### src/rtl/link_rate_pkg.sv
package link_rate_pkg;

  typedef enum logic [2:0] {
    OP_NONE,
    OP_TXOFF,
    OP_CLKSEL,
    OP_STATUS,
    OP_TXON
  } busOp_e;

  typedef struct packed {
    busOp_e op;
    logic   latchReq;
    logic   capStatus;
    logic   setTimeout;
    logic   commitRate;
  } seqStrobe_t;

  localparam logic [2:0] RATE_LOW  = 3'd1;
  localparam logic [2:0] RATE_MID  = 3'd3;
  localparam logic [2:0] RATE_HIGH = 3'd5;

  localparam int LOCK_BIT  = 4;
  localparam int LANE_BITS = 4;

  function automatic logic isRateCode(input logic [2:0] code);
    return (code == RATE_LOW) || (code == RATE_MID) || (code == RATE_HIGH);
  endfunction

endpackage

### src/rtl/link_rate_dp.sv
module link_rate_dp
  import link_rate_pkg::*;
#(
  parameter int AW = 12,
  parameter int DW = 32,
  parameter int RDW = 8,
  parameter int TW = 8,
  parameter logic [AW-1:0] TXEN_ADDR = 12'h080,
  parameter logic [AW-1:0] CLKSEL_ADDR = 12'h234,
  parameter logic [AW-1:0] STATUS_ADDR = 12'h280
) (
  input  logic           clk,
  input  logic           rstN,
  input  seqStrobe_t     strobe,
  input  logic [2:0]     reqRate,
  input  logic           reqTwoLanes,
  input  logic [TW-1:0]  pollLimit,
  input  logic [RDW-1:0] busRdata,
  output logic [AW-1:0]  busAddr,
  output logic           busWrite,
  output logic [DW-1:0]  busWdata,
  output logic           rateValid,
  output logic           statusOk,
  output logic           lockSeen,
  output logic           pollExpired,
  output logic           timedOut,
  output logic [2:0]     curRate
);

  localparam int ONE_LANE_MASK = 4'b0101;

  logic [2:0]     targetQ;
  logic           twoQ;
  logic           sameQ;
  logic [TW-1:0]  limitQ;
  logic [TW-1:0]  countQ;
  logic [RDW-1:0] statusQ;
  logic           timedOutQ;
  logic [2:0]     curRateQ;
  logic [RDW-1:0] needMask;

  always_ff @(posedge clk) begin
    if (!rstN) begin
      targetQ   <= RATE_LOW;
      twoQ      <= 1'b0;
      sameQ     <= 1'b0;
      limitQ    <= '0;
      countQ    <= '0;
      statusQ   <= '0;
      timedOutQ <= 1'b0;
      curRateQ  <= RATE_LOW;
    end else begin
      if (strobe.latchReq) begin
        targetQ   <= reqRate;
        twoQ      <= reqTwoLanes;
        sameQ     <= (reqRate == curRateQ);
        limitQ    <= pollLimit;
        countQ    <= '0;
        timedOutQ <= 1'b0;
      end
      if (strobe.capStatus) begin
        statusQ <= busRdata;
        countQ  <= countQ + TW'(1);
      end
      if (strobe.setTimeout) timedOutQ <= 1'b1;
      if (strobe.commitRate) curRateQ <= targetQ;
    end
  end

  // Required status pattern: lock always; lane completion only on a real change
  always_comb begin
    needMask = '0;
    needMask[LOCK_BIT] = 1'b1;
    if (!sameQ) begin
      if (twoQ) needMask[LANE_BITS-1:0] = '1;
      else      needMask[LANE_BITS-1:0] = LANE_BITS'(ONE_LANE_MASK);
    end
  end

  always_comb begin
    busAddr  = '0;
    busWrite = 1'b0;
    busWdata = '0;
    case (strobe.op)
      OP_TXOFF:  begin busAddr = TXEN_ADDR;   busWrite = 1'b1; end
      OP_CLKSEL: begin busAddr = CLKSEL_ADDR; busWrite = 1'b1; busWdata = DW'(targetQ); end
      OP_STATUS: begin busAddr = STATUS_ADDR; end
      OP_TXON:   begin busAddr = TXEN_ADDR;   busWrite = 1'b1; busWdata = DW'(1); end
      default:   ;
    endcase
  end

  assign rateValid   = isRateCode(reqRate);
  assign statusOk    = ((statusQ & needMask) == needMask);
  assign lockSeen    = statusQ[LOCK_BIT];
  assign pollExpired = (countQ >= limitQ);
  assign timedOut    = timedOutQ;
  assign curRate     = curRateQ;

  // the programmed rate is always one of the legal codes
  assert_rate_legal_R8: assert property (@(posedge clk) disable iff (!rstN)
    isRateCode(curRateQ));

  // the enable write is only ever issued with PLL lock in the last read
  assert_lock_before_enable_R4: assert property (@(posedge clk) disable iff (!rstN)
    (strobe.op == OP_TXON) |-> statusQ[LOCK_BIT]);

  // no status read is started once the poll budget is used up
  assert_poll_budget_R7: assert property (@(posedge clk) disable iff (!rstN)
    (strobe.op == OP_STATUS) |-> ((countQ < limitQ) || (countQ == '0)));

endmodule

### src/rtl/link_rate_ctrl.sv
module link_rate_ctrl
  import link_rate_pkg::*;
(
  input  logic       clk,
  input  logic       rstN,
  input  logic       reqValid,
  input  logic       busReady,
  input  logic       rateValid,
  input  logic       statusOk,
  input  logic       lockSeen,
  input  logic       pollExpired,
  input  logic       timedOut,
  output seqStrobe_t strobe,
  output logic       busValid,
  output logic       busy,
  output logic       done,
  output logic       error
);

  typedef enum logic [2:0] {
    ST_IDLE, ST_TXOFF, ST_CLKSEL, ST_POLL, ST_EVAL, ST_TXON, ST_OK, ST_FAIL
  } seqState_e;

  seqState_e stateQ, stateD;

  always_ff @(posedge clk) begin
    if (!rstN) stateQ <= ST_IDLE;
    else       stateQ <= stateD;
  end

  always_comb begin
    stateD = stateQ;
    strobe = '{op: OP_NONE, default: 1'b0};
    case (stateQ)
      ST_IDLE: begin
        if (reqValid) begin
          if (rateValid) begin
            strobe.latchReq = 1'b1;
            stateD = ST_TXOFF;
          end else begin
            stateD = ST_FAIL;
          end
        end
      end
      ST_TXOFF: begin
        strobe.op = OP_TXOFF;
        if (busReady) stateD = ST_CLKSEL;
      end
      ST_CLKSEL: begin
        strobe.op = OP_CLKSEL;
        if (busReady) stateD = ST_POLL;
      end
      ST_POLL: begin
        strobe.op = OP_STATUS;
        if (busReady) begin
          strobe.capStatus = 1'b1;
          stateD = ST_EVAL;
        end
      end
      ST_EVAL: begin
        if (statusOk) begin
          stateD = ST_TXON;
        end else if (pollExpired) begin
          strobe.setTimeout = 1'b1;
          stateD = lockSeen ? ST_TXON : ST_FAIL;
        end else begin
          stateD = ST_POLL;
        end
      end
      ST_TXON: begin
        strobe.op = OP_TXON;
        if (busReady) begin
          if (timedOut) begin
            stateD = ST_FAIL;
          end else begin
            strobe.commitRate = 1'b1;
            stateD = ST_OK;
          end
        end
      end
      ST_OK:   stateD = ST_IDLE;
      ST_FAIL: stateD = ST_IDLE;
      default: stateD = ST_IDLE;
    endcase
  end

  assign busValid = (strobe.op != OP_NONE);
  assign busy     = (stateQ != ST_IDLE) && (stateQ != ST_OK) && (stateQ != ST_FAIL);
  assign done     = (stateQ == ST_OK);
  assign error    = (stateQ == ST_FAIL);

  // a request ends in exactly one kind of pulse
  assert_one_result_R8: assert property (@(posedge clk) disable iff (!rstN)
    !(done && error));

  // success is reported only right after an accepted enable write
  assert_done_after_enable_R8: assert property (@(posedge clk) disable iff (!rstN)
    done |-> $past(busValid && busReady && (strobe.op == OP_TXON)));

  // a stalled access is not withdrawn
  assert_hold_valid_R10: assert property (@(posedge clk) disable iff (!rstN)
    (busValid && !busReady) |=> busValid);

  // no bus traffic outside an active sequence
  assert_quiet_idle_R9: assert property (@(posedge clk) disable iff (!rstN)
    !busy |-> !busValid);

endmodule

### src/rtl/link_rate_seq.sv
module link_rate_seq
  import link_rate_pkg::*;
#(
  parameter int AW = 12,
  parameter int DW = 32,
  parameter int RDW = 8,
  parameter int TW = 8,
  parameter logic [AW-1:0] TXEN_ADDR = 12'h080,
  parameter logic [AW-1:0] CLKSEL_ADDR = 12'h234,
  parameter logic [AW-1:0] STATUS_ADDR = 12'h280
) (
  input  logic           clk,
  input  logic           rstN,
  input  logic           reqValid,
  input  logic [2:0]     reqRate,
  input  logic           reqTwoLanes,
  input  logic [TW-1:0]  pollLimit,
  output logic           busValid,
  output logic           busWrite,
  output logic [AW-1:0]  busAddr,
  output logic [DW-1:0]  busWdata,
  input  logic           busReady,
  input  logic [RDW-1:0] busRdata,
  output logic           busy,
  output logic           done,
  output logic           error,
  output logic [2:0]     curRate
);

  seqStrobe_t strobe;
  logic rateValid, statusOk, lockSeen, pollExpired, timedOut;

  link_rate_ctrl uCtrl (
    .clk(clk), .rstN(rstN), .reqValid(reqValid), .busReady(busReady),
    .rateValid(rateValid), .statusOk(statusOk), .lockSeen(lockSeen),
    .pollExpired(pollExpired), .timedOut(timedOut), .strobe(strobe),
    .busValid(busValid), .busy(busy), .done(done), .error(error)
  );

  link_rate_dp #(
    .AW(AW), .DW(DW), .RDW(RDW), .TW(TW),
    .TXEN_ADDR(TXEN_ADDR), .CLKSEL_ADDR(CLKSEL_ADDR), .STATUS_ADDR(STATUS_ADDR)
  ) uDp (
    .clk(clk), .rstN(rstN), .strobe(strobe), .reqRate(reqRate),
    .reqTwoLanes(reqTwoLanes), .pollLimit(pollLimit), .busRdata(busRdata),
    .busAddr(busAddr), .busWrite(busWrite), .busWdata(busWdata),
    .rateValid(rateValid), .statusOk(statusOk), .lockSeen(lockSeen),
    .pollExpired(pollExpired), .timedOut(timedOut), .curRate(curRate)
  );

  // address, data and direction hold while an access is stalled
  assert_stable_access_R10: assert property (@(posedge clk) disable iff (!rstN)
    (busValid && !busReady) |=> ($stable(busAddr) && $stable(busWdata) && $stable(busWrite)));

endmodule

### config.mk
export PLATFORM = sky130hd
export DESIGN_NAME = link_rate_seq
export DESIGN_NICKNAME = d
export VERILOG_FILES = /design/src/rtl/link_rate_pkg.sv /design/src/rtl/link_rate_dp.sv /design/src/rtl/link_rate_ctrl.sv /design/src/rtl/link_rate_seq.sv
export SDC_FILE = /design/constraint.sdc
export NUM_CORES = 1
export LEC_CHECK = 0
export BUFFER_PORTS_ARGS = -buffer_cell sky130_fd_sc_hd__buf_2
export CELL_PAD_IN_SITES_DETAIL_PLACEMENT = 2
export CELL_PAD_IN_SITES_GLOBAL_PLACEMENT = 2
export CORE_UTILIZATION = 28
export DETAILED_ROUTE_END_ITERATION = 8
export PLACE_DENSITY_LB_ADDON = 0.15
export SLEW_MARGIN = 10
export SYNTH_ARGS = -nofsm -noshare
export SYNTH_HDL_FRONTEND = slang
export SYNTH_SLANG_ARGS = --single-unit
### constraint.sdc
create_clock -name clk -period 3.35 [get_ports clk]
set_input_delay 0.335 -clock clk [delete_from_list [all_inputs] [get_ports clk]]
set_output_delay 0.335 -clock clk [all_outputs]
set_load 0.1 [all_outputs]
==> impl_metrics.tcl <==
set metrics [dict create \
    final_antenna_net_count 0 \
    chipHeight_um 86.6 \
    crit_path_max_fanout 18 \
    routedWlPerCell_um 13.2 \
    synth_sequential_area_ratio_pct 33.0 \
    ws_path_type "register to primary output" \
    first_global_vias 1747 \
    critical_path_depth 5 \
    leakage_nw 0.942 \
    power-per-cell-area_nw_per_um2 854 \
    max_slew_headroom_at_the_worst_pin_pct 48.8 \
    final_min_period_over_clock_period_pct 67.2 \
    first_iter_violations 30 \
    grt_start_max_net_pins 24 \
    crit_path_start "uCtrl.stateQ[1]" \
    worstPathRequired_ps 3010 \
    grt_first_pass_wirelength_um 8590 \
    worst_path_dominant_cell_family "flip-flops" \
    fmax_ghz 0.445 \
    port_buffer_count 36 \
    nNetsFinal 325 \
    post_synth_num_cell_types 40 \
    postCtsHoldBufs 0 \
    grt_antenna_before_repair 0 \
    rr_worst_depth 5 \
    place_worst_setup_slack_ps 1270 \
    final_gp_congestion 0.720 \
    hold_path.class "input port to register" \
    post_cts_resized 0 \
    route.detailed.drc 0 \
    io_pins 76 \
    crit_path_cell_trace "nand2b_2 -> nor2_2 -> nand2_1 -> o21ai_0 -> buf_2" \
    ys_warn_count 0 \
    final.setup.worst_slack_ps 1100 \
    report.final.slew_viol_count 0 \
    setup_viol 0 \
    num_antenna_cells 0 \
    post_route_hold_slack_ps 283 \
    worstReg2RegEnd "uDp.sameQ" \
    setup_total_negative_slack_ps 0 \
    initial_util_pct 29.2 \
    core_area_um2 6870 \
    drt_pass1_iterations 4 \
    status "finished clean" \
    multi_input_comb_area_um2 1090 \
    timing.final.hold_violations 0 \
    cts_buffers 5 \
    critPathLaunchType "register" \
    r2r_slack_ps 1310 \
    drv.max_cap_violation_count 0 \
    timing.final.crit_period_ps 2250 \
    cpMaxStageDelayCell "sky130_fd_sc_hd__dfxtp_1" \
    via_count 1739 \
    grt_use_total_pct 15.0 \
    clock_latency_ps 280 \
    cell_row_count 30 \
    transition_time_of_the_tightest_slew_check_pin_ps 767 \
    cts.root.buffer_cell "sky130_fd_sc_hd__clkbuf_8" \
    crit-reg2reg-launch "uCtrl.stateQ[0]" \
    h-tree-depth 2 \
    cts_setup_buffers 0 \
    final-seq-area_um2 661 \
    synth-async-reset-ratio_pct 0 \
    die_x_um 86.6 \
    fillers 838 \
    numClockSinks 33 \
    rsz_0062_raised_after_global_routing "false" \
    cpPeakStageDelay_ps 700 \
    synth_seq_cells 33 \
    timing.critical_path.to "busWdata[0]" \
    dp_hpwl_um 3870 \
    max-vdd-ir-drop_uv 251 \
    arrival_ps 1910 \
    die_area_um2 7500 \
    viasPerCell 4.48 \
    drive_gt1_share_pct 17.8 \
    synthCells 261 \
    cts.reportedPaths.clkPinSlew_ps 70 \
    cp_num_buf_inv 1 \
    synth-edff-count 0 \
    layout-area-overhead-vs-synth_pct 9.86 \
    gr-total-overflow 0 \
    cts-root-to-sink-buffers 2 \
    finalClockSkew_ps 3.15 \
    tritoncts "yes" \
    syn_area_per_cell_um2 7.68 \
    mappedNetlistArea_um2 2000 \
    ys_dominant_reg_cell "sky130_fd_sc_hd__dfxtp_1" \
    setup.worst_path.end_class "primary output" \
    drt-total-wl_um 5140 \
]
[how the worst min path moves through the flow]
stage	from	endpoint	slack [ps]	cells past startpoint
3_3_place_gp	uDp.statusQ[3]	uDp.statusQ[3]	440	2
5_1_grt	pollLimit[0]	uDp.limitQ[0]	270	3
4_1_cts	pollLimit[1]	uDp.limitQ[1]	280	3
2_1_floorplan	uDp.twoQ	uDp.twoQ	430	2
3_5_place_dp	uDp.statusQ[3]	uDp.statusQ[3]	450	2
6_report	pollLimit[5]	uDp.limitQ[5]	280	3
[registers in the layout, summed over array words and instances (netlist names)]
signal,count
uCtrl.stateQ,3
uDp.countQ,8
uDp.curRate,3
uDp.limitQ,8
uDp.sameQ,1
uDp.statusQ,5
uDp.targetQ,3
uDp.timedOut,1
uDp.twoQ,1
[per-stage QoR]
step	cell area [um2]	utilization, %	total power [mW]	cells
floorplan	2140	-	1.49	296
global placement	2120	30.8	1.58	381
detailed placement	2120	30.8	1.59	381
CTS	2200	32.1	1.91	388
global route	2200	32.1	1.99	388
finish	2200	32.1	1.88	388
[power by group]
part / internal [mW] / switching, mW
Clock: 0.163 / 0.147
Combinational: 0.172 / 0.878
Sequential: 0.430 / 0.0908
[synth_stat cells (2+ instances only)]
library cell,number,area [um2]
sky130_fd_sc_hd__nor4_1,2,12.5
sky130_fd_sc_hd__xor2_1,5,43.8
sky130_fd_sc_hd__dfxtp_1,33,661
sky130_fd_sc_hd__a21oi_1,26,130
sky130_fd_sc_hd__inv_1,14,52.6
sky130_fd_sc_hd__o31ai_1,2,15.0
sky130_fd_sc_hd__a31oi_1,3,18.8
sky130_fd_sc_hd__nand2b_1,2,12.5
sky130_fd_sc_hd__and3_1,5,31.3
sky130_fd_sc_hd__nor3_2,2,20.0
sky130_fd_sc_hd__buf_4,39,293
sky130_fd_sc_hd__a211oi_1,2,15.0
sky130_fd_sc_hd__o21a_1,2,15.0
sky130_fd_sc_hd__clkbuf_1,4,15.0
sky130_fd_sc_hd__buf_2,5,25.0
sky130_fd_sc_hd__nand3_1,10,50.1
sky130_fd_sc_hd__ha_1,9,113
sky130_fd_sc_hd__nand2_1,45,169
sky130_fd_sc_hd__o21ai_0,13,65.1
sky130_fd_sc_hd__nor2_1,13,48.8
sky130_fd_sc_hd__nor3_1,4,20.0
sky130_fd_sc_hd__mux2i_1,3,30.0
[cell usage in the layout (no fill, tap or decap), types with 2 or more instances in the layout]
master | synthesis | layout
sky130_fd_sc_hd__xor2_1 | 5 | 5
sky130_fd_sc_hd__inv_1 | 14 | 14
sky130_fd_sc_hd__a21oi_1 | 26 | 26
sky130_fd_sc_hd__clkbuf_8 | 0 | 6
sky130_fd_sc_hd__o21ai_0 | 13 | 13
sky130_fd_sc_hd__mux2i_1 | 3 | 3
sky130_fd_sc_hd__buf_2 | 5 | 36
sky130_fd_sc_hd__ha_1 | 9 | 9
sky130_fd_sc_hd__o31ai_1 | 2 | 2
sky130_fd_sc_hd__and3_1 | 5 | 5
sky130_fd_sc_hd__nand3_1 | 10 | 10
sky130_fd_sc_hd__nor2_2 | 1 | 2
sky130_fd_sc_hd__nand2_1 | 45 | 45
sky130_fd_sc_hd__nor3_1 | 4 | 4
sky130_fd_sc_hd__nor2_1 | 13 | 12
sky130_fd_sc_hd__nand2b_1 | 2 | 2
sky130_fd_sc_hd__o21a_1 | 2 | 2
sky130_fd_sc_hd__dfxtp_1 | 33 | 33
sky130_fd_sc_hd__a211oi_1 | 2 | 2
sky130_fd_sc_hd__conb_1 | 1 | 36
sky130_fd_sc_hd__buf_4 | 39 | 2
sky130_fd_sc_hd__nor3_2 | 2 | 2
sky130_fd_sc_hd__a31oi_1 | 3 | 3
[logic make-up (layout without fill, tap and decap cells)]
group,after synthesis,in the layout,synth area share [%]
xor+xnor,6,6,2.62
simple gates,91,91,21.3
fa+ha+maj,9,9,5.62
other cells,1,36,0.187
buf+inv,63,59,19.8
mux,3,3,1.50
flops,33,33,33.0
compound gates,55,55,16.0
[tightest hold or removal path, cell delays in order]
cell and delay [ps]:
sky130_fd_sc_hd__buf_2 90, sky130_fd_sc_hd__nand2_1 50, sky130_fd_sc_hd__a21oi_1 50
[area by class of cell]
type                            instances  share of cell area [%]
Multi-Input combinational cell        200                    49.4
Sequential cell                        33                    30.0
Timing Repair Buffer                   38                    8.86
Tap cell                               96                    5.45
Clock buffer                            7                    3.92
Inverter                               14                    2.39
[metal layers]
| layer | vias to the layer above | track usage, % | share of wire, % |
|---|---|---|---|
| met1 | 810 | 18.2 | 47 |
| met5 | - | 0 | 0 |
| li1 | 870 | - | - |
| met3 | 6 | 3.24 | 4.4 |
| met4 | 0 | 5.15 | 1.4 |
| met2 | 53 | 26.0 | 47 |
No activity file was read; power rests on OpenSTA's default activity.
